## config.mk

```make
export PLATFORM = sky130hd
export DESIGN_NAME = slot_bus_arbiter
export DESIGN_NICKNAME = d
export VERILOG_FILES = /design/src/rtl/slot_arb_pkg.sv /design/src/rtl/slot_sequencer.sv /design/src/rtl/bank_timer.sv /design/src/rtl/write_interlock.sv /design/src/rtl/slot_bus_arbiter.sv
export SDC_FILE = /design/constraint.sdc
export NUM_CORES = 1
export LEC_CHECK = 0
export BUFFER_PORTS_ARGS = -buffer_cell sky130_fd_sc_hd__buf_2
export CORE_UTILIZATION = 45
export CTS_CLUSTER_SIZE = 12
export DETAILED_ROUTE_END_ITERATION = 8
export SLEW_MARGIN = 20
export SYNTH_ARGS = -nofsm -noshare
export SYNTH_HDL_FRONTEND = slang
export SYNTH_SLANG_ARGS = --single-unit
```

## constraint.sdc

```tcl
create_clock -name clk -period 7.65 [get_ports clk]
set_input_delay 0.765 -clock clk [delete_from_list [all_inputs] [get_ports clk]]
set_output_delay 0.765 -clock clk [all_outputs]
set_load 0.02 [all_outputs]
```

## src/rtl/slot_arb_pkg.sv

```systemverilog
`timescale 1ns/1ps
// Package: shared types for the time-slotted arbiter.
// Assumes: nothing beyond IEEE 1800-2017.
package slot_arb_pkg;

    // What happened to the current slot.
    typedef enum logic [1:0] {
        SLOT_IDLE   = 2'd0,   // owner had no request
        SLOT_GRANT  = 2'd1,   // access issued
        SLOT_BUSY   = 2'd2,   // target bank still mid-cycle
        SLOT_WRHOLD = 2'd3    // blocked by an unfinished write
    } slot_outcome_e;

    // Width helper: at least one bit.
    function automatic int idx_bits(input int n);
        return (n > 1) ? $clog2(n) : 1;
    endfunction

endpackage

```

## src/rtl/slot_sequencer.sv

```systemverilog
`timescale 1ns/1ps
// slot_sequencer
// Steps a slot counter once per clock, wrapping after NSLOT, and looks up the
// owner of the current slot in a static table (one byte per slot, slot 0 in
// the low byte). Assumes: the table holds IDs; an ID >= NREQ never owns the bus.
module slot_sequencer #(
    parameter int NSLOT = 8,
    parameter int NREQ  = 3,
    parameter int IDW   = 2,
    parameter int SW    = 3,
    parameter logic [NSLOT*8-1:0] SLOT_TABLE = '0
) (
    input  logic           clk,
    input  logic           rst_n,
    output logic [SW-1:0]  slot_o,
    output logic [IDW-1:0] owner_o,
    output logic           owner_ok_o
);

    logic [SW-1:0] slot_q;
    logic [7:0]    entry;

    // Advance the slot counter, wrapping at the end of the table.
    always_ff @(posedge clk) begin
        if (!rst_n)
            slot_q <= '0;
        else if (slot_q == SW'(NSLOT - 1))
            slot_q <= '0;
        else
            slot_q <= slot_q + SW'(1);
    end

    // Look up the table entry of the current slot.
    always_comb begin
        entry = SLOT_TABLE[slot_q*8 +: 8];
    end

    assign slot_o     = slot_q;
    assign owner_o    = entry[IDW-1:0];
    assign owner_ok_o = (int'(entry) < NREQ);

    // slot steps by one
    assert_slot_step_R2: assert property (@(posedge clk) disable iff (!rst_n)
        (slot_q != SW'(NSLOT - 1)) |=> (slot_q == $past(slot_q) + SW'(1)));

    // slot wraps to zero
    assert_slot_wrap_R2: assert property (@(posedge clk) disable iff (!rst_n)
        (slot_q == SW'(NSLOT - 1)) |=> (slot_q == '0));

endmodule

```

## src/rtl/bank_timer.sv

```systemverilog
`timescale 1ns/1ps
// bank_timer
// One down-counter per bank. A select loads BUSY_CLKS-1; the bank reports
// busy while its count is non-zero, so it can be selected again exactly
// BUSY_CLKS clocks after the previous select. Assumes: at most one select per cycle.
module bank_timer #(
    parameter int NBANK     = 8,
    parameter int BUSY_CLKS = 12
) (
    input  logic             clk,
    input  logic             rst_n,
    input  logic [NBANK-1:0] sel_i,
    output logic [NBANK-1:0] busy_o
);

    localparam int CW = $clog2(BUSY_CLKS + 1);

    for (genvar b = 0; b < NBANK; b++) begin : g_bank
        logic [CW-1:0] cnt_q;

        // Load on select, otherwise count down to zero.
        always_ff @(posedge clk) begin
            if (!rst_n)
                cnt_q <= '0;
            else if (sel_i[b])
                cnt_q <= CW'(BUSY_CLKS - 1);
            else if (cnt_q != '0)
                cnt_q <= cnt_q - CW'(1);
        end

        assign busy_o[b] = (cnt_q != '0);

        // a bank is only selected when idle
        assert_sel_idle_R5: assert property (@(posedge clk) disable iff (!rst_n)
            sel_i[b] |-> !busy_o[b]);

        // a select makes the bank busy on the next clock
        assert_busy_after_sel_R5: assert property (@(posedge clk) disable iff (!rst_n)
            sel_i[b] |=> busy_o[b]);
    end

endmodule

```

## src/rtl/write_interlock.sv

```systemverilog
`timescale 1ns/1ps
// write_interlock
// Holds, per bank, the address of the last write and a completion counter
// (WR_CLKS clocks from select). Flags a query as blocked when it is a read of
// that exact address, or any write to that bank, before completion.
// Assumes: WR_CLKS >= the bank busy time, so one record per bank is enough.
module write_interlock #(
    parameter int NBANK   = 8,
    parameter int BBITS   = 3,
    parameter int AW      = 12,
    parameter int WR_CLKS = 16
) (
    input  logic             clk,
    input  logic             rst_n,
    input  logic             upd_en_i,
    input  logic             upd_write_i,
    input  logic [BBITS-1:0] upd_bank_i,
    input  logic [AW-1:0]    upd_addr_i,
    input  logic             q_write_i,
    input  logic [BBITS-1:0] q_bank_i,
    input  logic [AW-1:0]    q_addr_i,
    output logic             blocked_o
);

    localparam int WCW = $clog2(WR_CLKS + 1);

    logic [WCW-1:0] wcnt_q  [NBANK];
    logic [AW-1:0]  waddr_q [NBANK];
    logic [NBANK-1:0] pend;

    for (genvar b = 0; b < NBANK; b++) begin : g_rec
        // Record a granted write to this bank and count to its completion.
        always_ff @(posedge clk) begin
            if (!rst_n) begin
                wcnt_q[b]  <= '0;
                waddr_q[b] <= '0;
            end else if (upd_en_i && upd_write_i && (upd_bank_i == BBITS'(b))) begin
                wcnt_q[b]  <= WCW'(WR_CLKS - 1);
                waddr_q[b] <= upd_addr_i;
            end else if (wcnt_q[b] != '0) begin
                wcnt_q[b]  <= wcnt_q[b] - WCW'(1);
            end
        end
        assign pend[b] = (wcnt_q[b] != '0);
    end

    // Decide whether the queried access must wait for a write to finish.
    always_comb begin
        blocked_o = 1'b0;
        for (int b = 0; b < NBANK; b++) begin
            if (q_bank_i == BBITS'(b) && pend[b]) begin
                if (q_write_i)
                    blocked_o = 1'b1;
                else if (waddr_q[b] == q_addr_i)
                    blocked_o = 1'b1;
            end
        end
    end

    // a write is only issued to a bank with no write in progress
    assert_no_write_overlap_R8: assert property (@(posedge clk) disable iff (!rst_n)
        (upd_en_i && upd_write_i) |-> !pend[upd_bank_i]);

    // a read never passes an unfinished write to the same address
    assert_no_read_pass_R7: assert property (@(posedge clk) disable iff (!rst_n)
        (upd_en_i && !upd_write_i && pend[upd_bank_i]) |-> (waddr_q[upd_bank_i] != upd_addr_i));

endmodule

```

## src/rtl/slot_bus_arbiter.sv

```systemverilog
`timescale 1ns/1ps
// slot_bus_arbiter
// Shares one memory address bus by a fixed slot schedule. In each clock the
// owner of the current slot may issue one access. It is issued when its bank
// timer has expired and no unfinished write interlocks it; otherwise ready
// stays low and the owner retries in its next slot. Unused slots are not lent.
// Assumes: requesters hold valid/write/address steady until ready is seen.
module slot_bus_arbiter
    import slot_arb_pkg::*;
#(
    parameter int NREQ      = 3,
    parameter int NBANK     = 8,
    parameter int AW        = 12,
    parameter int NSLOT     = 8,
    parameter int BUSY_CLKS = 12,
    parameter int WR_CLKS   = 16,
    parameter logic [NSLOT*8-1:0] SLOT_TABLE =
        {8'd2, 8'd1, 8'd0, 8'd1, 8'd0, 8'd2, 8'd1, 8'd0}
) (
    input  logic                 clk,
    input  logic                 rst_n,
    input  logic [NREQ-1:0]      req_valid,
    input  logic [NREQ-1:0]      req_write,
    input  logic [NREQ*AW-1:0]   req_addr,
    output logic [NREQ-1:0]      req_ready,
    output logic [NBANK-1:0]     bank_sel,
    output logic [AW-1:0]        mem_addr,
    output logic                 mem_write,
    output logic [idx_bits(NREQ)-1:0] mem_owner
);

    localparam int IDW   = idx_bits(NREQ);
    localparam int BBITS = idx_bits(NBANK);
    localparam int SW    = idx_bits(NSLOT);

    logic [SW-1:0]    slot;
    logic [IDW-1:0]   owner;
    logic             owner_ok;
    logic [NBANK-1:0] busy;
    logic             wr_block;

    logic             cand_valid;
    logic             cand_write;
    logic [AW-1:0]    cand_addr;
    logic [BBITS-1:0] cand_bank;
    slot_outcome_e    outcome;
    logic             grant;

    slot_sequencer #(
        .NSLOT(NSLOT), .NREQ(NREQ), .IDW(IDW), .SW(SW), .SLOT_TABLE(SLOT_TABLE)
    ) i_seq (
        .clk(clk), .rst_n(rst_n),
        .slot_o(slot), .owner_o(owner), .owner_ok_o(owner_ok)
    );

    bank_timer #(
        .NBANK(NBANK), .BUSY_CLKS(BUSY_CLKS)
    ) i_timer (
        .clk(clk), .rst_n(rst_n), .sel_i(bank_sel), .busy_o(busy)
    );

    write_interlock #(
        .NBANK(NBANK), .BBITS(BBITS), .AW(AW), .WR_CLKS(WR_CLKS)
    ) i_wlock (
        .clk(clk), .rst_n(rst_n),
        .upd_en_i(grant), .upd_write_i(cand_write),
        .upd_bank_i(cand_bank), .upd_addr_i(cand_addr),
        .q_write_i(cand_write), .q_bank_i(cand_bank), .q_addr_i(cand_addr),
        .blocked_o(wr_block)
    );

    // Pick the request of the current slot owner.
    always_comb begin
        cand_valid = 1'b0;
        cand_write = 1'b0;
        cand_addr  = '0;
        for (int r = 0; r < NREQ; r++) begin
            if (owner_ok && owner == IDW'(r)) begin
                cand_valid = req_valid[r];
                cand_write = req_write[r];
                cand_addr  = req_addr[r*AW +: AW];
            end
        end
        cand_bank = cand_addr[AW-1 -: BBITS];
    end

    // Classify the slot: idle, refused (bank or write interlock) or granted.
    always_comb begin
        if (!cand_valid)
            outcome = SLOT_IDLE;
        else if (busy[cand_bank])
            outcome = SLOT_BUSY;
        else if (wr_block)
            outcome = SLOT_WRHOLD;
        else
            outcome = SLOT_GRANT;
        grant = (outcome == SLOT_GRANT);
    end

    // Drive ready, the bank strobe and the bus fields for a granted slot.
    always_comb begin
        req_ready = '0;
        bank_sel  = '0;
        mem_addr  = '0;
        mem_write = 1'b0;
        mem_owner = '0;
        if (grant) begin
            for (int r = 0; r < NREQ; r++)
                if (owner == IDW'(r)) req_ready[r] = 1'b1;
            for (int b = 0; b < NBANK; b++)
                if (cand_bank == BBITS'(b)) bank_sel[b] = 1'b1;
            mem_addr  = cand_addr;
            mem_write = cand_write;
            mem_owner = owner;
        end
    end

    // never more than one bank strobe
    assert_sel_onehot_R3: assert property (@(posedge clk) disable iff (!rst_n)
        $onehot0(bank_sel));

    // a strobe always comes with exactly one ready
    assert_sel_with_ready_R3: assert property (@(posedge clk) disable iff (!rst_n)
        (bank_sel != '0) |-> ($countones(req_ready) == 1));

    // ready only for the slot owner
    assert_ready_owner_R2: assert property (@(posedge clk) disable iff (!rst_n)
        (req_ready != '0) |-> (owner_ok && req_ready[owner]));

    // no grant without a valid request from the owner
    assert_no_lend_R4: assert property (@(posedge clk) disable iff (!rst_n)
        (req_ready != '0) |-> ((req_ready & req_valid) == req_ready));

endmodule

```

==> results.json, run 1 <==
{
  "die_area_um2": 23400,
  "p_leak_nw": 4.24,
  "stdcell_count": 1408,
  "drv_cap": 0,
  "busiest_layer": "met2",
  "cp-end-kind": "output port",
  "slew_headroom_pct": 27.0,
  "ys_types": 94,
  "gp_congestion": 0.963,
  "grt_use_met2_pct": 39.9,
  "portBuffers": 69,
  "crit_path_max_fanout": 34,
  "num_io_pins": 70,
  "cts-root-buf": "clkbuf_16",
  "synth_top_area_share_pct": 39.8,
  "post-place-cells": 1376,
  "synth_warnings": 0,
  "dieHeight_um": 153,
  "htreeDepth": 4,
  "fillers": 2012,
  "hpwlAfterDp_um": 23100,
  "cts_sinks": 171,
  "antenna_found_initial": 0,
  "fin_crit_sh_pct": 85.4,
  "globalRouteOverflowTotal": 0,
  "syn_inst": 1045,
  "post_dp_cell_area_um2": 10900,
  "cts_tree": "yes",
  "cts_max_path_buffers": 2,
  "clk_pin_slew_ps": 70,
  "yosysMostFrequentCell": "edfxtp_1",
  "ctsResizeCount": 0,
  "clock_latency_ps": 440,
  "crit_path_start_kind": "flop",
  "postSynthAreaPerCell_um2": 9.82,
  "wl_per_cell_um": 22.1,
  "design_area_um2": 11500,
  "fin_skew_ps": 18.5,
  "max_freq_mhz": 153,
  "setup_ws_ps": 1120,
  "synthesis.area_um2": 10300,
  "yosysTopAreaCell": "edfxtp_1",
  "grt_util_met3_pct": 7.26,
  "route.detailed.drc": 0,
  "nets": 1172,
  "hold_buffers": 0,
  "grt_pass1_vias": 8146,
  "drv_slew": 0,
  "grt_use_total_pct": 27.0,
  "synth_ff_type": "edfxtp_1",
  "numCtsBuffers": 17,
  "arrival_ps": 5770,
  "hold_class": "reg -> reg",
  "drtAntennaViolNets": 0,
  "antenna_cells": 0,
  "vias_per_cell": 6.20,
  "power_density_nw_per_um2": 282,
  "outcome": "completed",
  "grt_max_degree": 42,
  "ys_ff_latch": 171,
  "totalWireLength_um": 31100,
  "worst_hold_slack_ps": 486,
  "initial_utilization_pct": 46.5,
  "num_vias": 8729,
  "drtIter0Drc": 898,
  "setup_viol": 0,
  "tightest_slew_ps": 1080,
  "num_rows": 54,
  "core_um2": 22100,
  "pre_cts_ws_ps": 1640,
  "path_class": "reg -> out",
  "hold_viol_final": 0,
  "grt_setup_unrepaired": "no",
  "firstDrtPassIters": 5,
  "ir_worst_vdd_uv": 157,
  "grt_pass1_wl_um": 47500,
  "drive_gt1_share_pct": 18.2,
  "synth_area_leaders": "edfxtp_1 (40%), dfxtp_1 (6.8%), xnor2_1 (4.1%)",
  "die_w_um": 153,
  "synth_common_cells": "edfxtp_1 (136), nor2_1 (95), nand2_1 (74), nor3_1 (74), o21ai_0 (60)",
  "area_growth_pct": 11.8,
  "ys_seq_area_share_pct": 46.6,
  "ys_async_sr_fraction_pct": 0,
  "synth_edf_count": 136,
  "required_ps": 6880,
  "post-route-min-period_ps": 6530,
  "postCtsSetupRepairBufs": 0,
  "fin_setup_tns_ps": 0,
  "met1_usage_pct": 37.5
}
layer usage:
metal  vias up  part of all wire, %
li1       4046                    -
met1      4178                   43
met2       444                   43
met3        61                   10
met4         0                  3.3
met5         -                    0
cell families after synthesis:
| group | count (synthesis) | synth area share (%) |
|---|---|---|
| compound gates | 242 | 16.6 |
| xor+xnor | 72 | 6.14 |
| fa+ha+maj | 13 | 1.58 |
| buf+inv | 107 | 4.92 |
| flops | 171 | 46.6 |
| mux | 21 | 2.27 |
| other cells | 1 | 0.0365 |
| simple gates | 418 | 21.8 |
power by group:
| part | leakage, nW | internal [mW] | switching (mW) |
|---|---|---|---|
| combinational | 2.26 | 0.402 | 0.747 |
| clock | 0.258 | 0.416 | 0.376 |
| sequential | 1.72 | 1.20 | 0.102 |
| total | 4.24 | 2.01 | 1.23 |
cell type report:
cell class	instances	area, µm²	share of cell area, %
multi-input cells	778	5050	44.0
flip-flops and latches	171	4780	41.7
repair buffers	102	593	5.17
clock buffers	18	429	3.74
well taps	280	350	3.05
inverters	45	169	1.47
clock inverters	14	97.6	0.850
worst max-delay path, cell delays in order (launching register included):
cell	delay, ps
dfxtp_1	340
inv_1	90
ha_1	420
or3b_1	480
nand2_2	470
a22oi_2	660
buf_4	310
xnor2_1	140
nor4_1	70
and4_1	210
a211oi_2	550
nand4_4	700
nor4_2	610
buf_2	270
flip-flops by register name, indices dropped and copies added (netlist names):
signal and cells:
i_wlock.wcnt_q 40, i_timer.g_bank.cnt_q 32, i_seq.slot_o 3, i_wlock.waddr_q 96
final timing paths:
check | end | cells past startpoint | startpoint | slack (ps)
min | i_timer.g_bank[4].cnt_q[2]$_SDFFE_PP0N_ | 2 | i_timer.g_bank[4].cnt_q[3]$_SDFFE_PN0P_ | 490
min reg2reg | i_timer.g_bank[4].cnt_q[2]$_SDFFE_PP0N_ | 2 | i_timer.g_bank[4].cnt_q[3]$_SDFFE_PN0P_ | 490
max | req_ready[0] | 13 | i_seq.slot_o[0]$_SDFF_PP0_ | 1120
max reg2reg | i_wlock.waddr_q[0][28]$_SDFFCE_PN0P_ | 13 | i_seq.slot_o[0]$_SDFF_PP0_ | 1540
layout by cell type, fill, tap and decap left out, drive strengths merged, types with 10 or more instances in the layout:
master | Yosys | final
or2 | 14 | 14
o21ai | 60 | 60
nand2b | 11 | 11
a21oi | 48 | 48
or3 | 11 | 11
nand3 | 25 | 25
xnor2 | 48 | 48
o32ai | 11 | 11
o211ai | 10 | 10
nor3 | 91 | 91
buf | 42 | 102
mux2i | 12 | 12
nor2 | 96 | 96
and3 | 20 | 20
clkbuf | 20 | 18
ha | 13 | 13
inv | 45 | 48
a22oi | 10 | 10
o31ai | 16 | 16
nor4 | 20 | 20
edfxtp | 136 | 136
conb | 1 | 12
nand2 | 75 | 75
nand4 | 16 | 16
o22ai | 18 | 18
xor2 | 24 | 24
dfxtp | 35 | 35
stage by stage:
stage,total power [mW],utilization (%)
floorplan,2.10,-
global placement,2.43,49.5
detailed placement,2.44,49.5
CTS,3.23,51.9
global route,3.41,52.0
finish,3.24,52.0
No activity file was read; power rests on OpenSTA's default activity.
==> run 2: changes to the inputs <==
CTS_CLUSTER_DIAMETER = 80   (was unset)
PLACE_DENSITY_LB_ADDON = 0.12   (was unset)
clock period = 6.4 ns   (was 7.65 ns; I/O delays follow)
==> run 2 against run 1 <==
  * Critical path depth rose by 1
  * Sequential share of layout area fell by 0.27 points
  * Final cell count rose by 0.36%
  * Routed wire length rose by 4.8%
  * Combinational power rose by 22%
  * Global-route usage rose by 1.1 points
  * Via count rose by 1.6%
  * Setup slack got worse by 810 ps
  * First-iteration DRC count rose by 12%
  * Worst hold slack improved by 7.3 ps
  * Clock skew fell by 7.1 ps
  * Highest routed layer unchanged
==> results.json, run 2 (same netlist as run 1, synthesis figures left out) <==
{
  "outcome": "completed",
  "grt_use_total_pct": 28.1,
  "die_area_um2": 23400,
  "cts_max_path_buffers": 2,
  "max_freq_mhz": 164,
  "numCtsBuffers": 17,
  "cts_tree": "yes",
  "largest_reg_flops": 96,
  "r2r.worst_path.cells": 14,
  "fin_setup_tns_ps": 0,
  "firstDrtPassIters": 5,
  "postLayoutCoreUtil_pct": 52.3,
  "cpPeakStageDelay_ps": 670,
  "r2r-end": "i_wlock.waddr_q[0][34]$_SDFFCE_PN0P_",
  "crit_path_max_fanout": 19,
  "ir_worst_vdd_uv": 182,
  "ctsResizeCount": 0,
  "grt_max_degree": 42,
  "vias_per_cell": 6.27,
  "drv_slew": 0,
  "die_w_um": 153,
  "min-delay-start": "i_timer.g_bank[5].cnt_q[3]$_SDFFE_PN0P_",
  "crit_top_cell": "buf_4",
  "setup_viol": 0,
  "portBuffers": 69,
  "grt_setup_unrepaired": "no",
  "drive_gt1_share_pct": 18.4,
  "num_vias": 8866,
  "globalRouteOverflowTotal": 0,
  "num_rows": 54,
  "crit_path_start_kind": "flop",
  "hold_viol_final": 0,
  "path_class": "reg -> out",
  "cp-end-kind": "output port",
  "postCtsSetupRepairBufs": 0,
  "grt_pass1_wl_um": 49400,
  "nets": 1177,
  "wl_per_cell_um": 23.1,
  "slowest_stage": "mux2i_4",
  "min_delay_path_depth": 2,
  "slew_headroom_pct": 20.3,
  "rr_startpoint": "i_seq.slot_o[0]$_SDFF_PP0_",
  "arrival_ps": 5460,
  "num_io_pins": 70,
  "route.detailed.drc": 0,
  "design_area_um2": 11600,
  "power_density_nw_per_um2": 344,
  "hold_buffers": 0,
  "drtIter0Drc": 1009,
  "totalWireLength_um": 32600,
  "antenna_found_initial": 0,
  "core_um2": 22100,
  "dieHeight_um": 153,
  "crit_chain": "inv_1, ha_1, mux2i_4, buf_4, mux2i_1, a2bb2oi_2, xor2_1, nand4_1, nor4_1, a211oi_2, nand4_4, buf_4, nor3_1, buf_2",
  "min_to": "i_timer.g_bank[5].cnt_q[2]$_SDFFE_PP0N_",
  "hold_class": "reg -> reg",
  "final_cell_mix": "edfxtp_1 (136), nor2_1 (95), nand2_1 (74)",
  "r2r_slack_ps": 630,
  "htreeDepth": 4,
  "drv_cap": 0,
  "hpwlAfterDp_um": 24100,
  "grt_pass1_vias": 8099,
  "cts-root-buf": "clkbuf_16",
  "post-route-min-period_ps": 6100,
  "area_growth_pct": 12.5,
  "drtAntennaViolNets": 0,
  "top_regs": "i_wlock.waddr_q: 96 flops, i_wlock.wcnt_q: 40 flops, i_timer.g_bank.cnt_q: 32 flops",
  "antenna_cells": 0,
  "fin_skew_ps": 11.5,
  "fillers": 2043,
  "p_leak_nw": 4.27,
  "fin_crit_sh_pct": 95.2,
  "required_ps": 5760,
  "initial_utilization_pct": 46.5,
  "tightest_slew_ps": 1190,
  "post_dp_cell_area_um2": 11000,
  "max_flop_register": "i_wlock.waddr_q",
  "clk_pin_slew_ps": 70,
  "layout_commonest_cell": "edfxtp_1",
  "gp_congestion": 0.970,
  "clock_latency_ps": 440,
  "cts_sinks": 171
}
run 2: cell type report:
cell class	count	area, µm²	area share [%]
multi-input combinational	778	5050	43.7
sequential	171	4780	41.4
timing repair buffer	107	631	5.46
clock buffer	20	457	3.95
tap	280	350	3.03
inverter	45	169	1.46
clock inverter	12	113	0.975
run 2: worst max-delay path, delay by kind of cell (launching register included):
kind	cells	cell delay [ps]
AOI/OAI and AO/OA	2	1170
xor gates and xnor gates	1	130
adders and majority gates	1	350
buffers and inverters	4	1000
DFF	1	390
muxes	2	970
and+or+nand+nor	4	980
run 2: report_power, final:
| group | total [mW] | switching [mW] | leakage (nW) | internal, mW |
|---|---|---|---|---|
| clock network | 1.02 | 0.462 | 0.273 | 0.561 |
| registers | 1.55 | 0.125 | 1.72 | 1.43 |
| logic | 1.40 | 0.909 | 2.28 | 0.487 |
run 2: stage by stage:
stage	power (mW)	instances	hold WS [ps]	worst slack, ps
floorplan	2.51	1056	459	1980
global placement	2.93	1381	475	814
detailed placement	2.94	1381	481	704
CTS	3.96	1413	491	366
global route	4.16	1413	522	5.51
finish	3.97	1413	493	305
run 2: how the worst max path moves through the flow:
stage                                                       to                  startpoint  slack [ps]
after floorplan           i_wlock.waddr_q[0][24]$_SDFFCE_PN0P_  i_seq.slot_o[0]$_SDFF_PP0_        1980
after global placement    i_wlock.waddr_q[0][33]$_SDFFCE_PN0P_  i_seq.slot_o[0]$_SDFF_PP0_         810
after detailed placement  i_wlock.waddr_q[0][25]$_SDFFCE_PN0P_  i_seq.slot_o[0]$_SDFF_PP0_         700
after CTS                                         req_ready[2]  i_seq.slot_o[0]$_SDFF_PP0_         370
after global routing                                 mem_write  i_seq.slot_o[0]$_SDFF_PP0_           6
final                                                mem_write  i_seq.slot_o[0]$_SDFF_PP0_         300
run 2: metal layers:
layer / track usage, % / routed length, µm / vias to the layer above
li1: - / - / 4051
met1: 40.2 / 14300 / 4231
met2: 42.0 / 14300 / 522
met3: 5.76 / 3230 / 62
met4: 9.43 / 833 / 0
met5: 0 / 0 / -
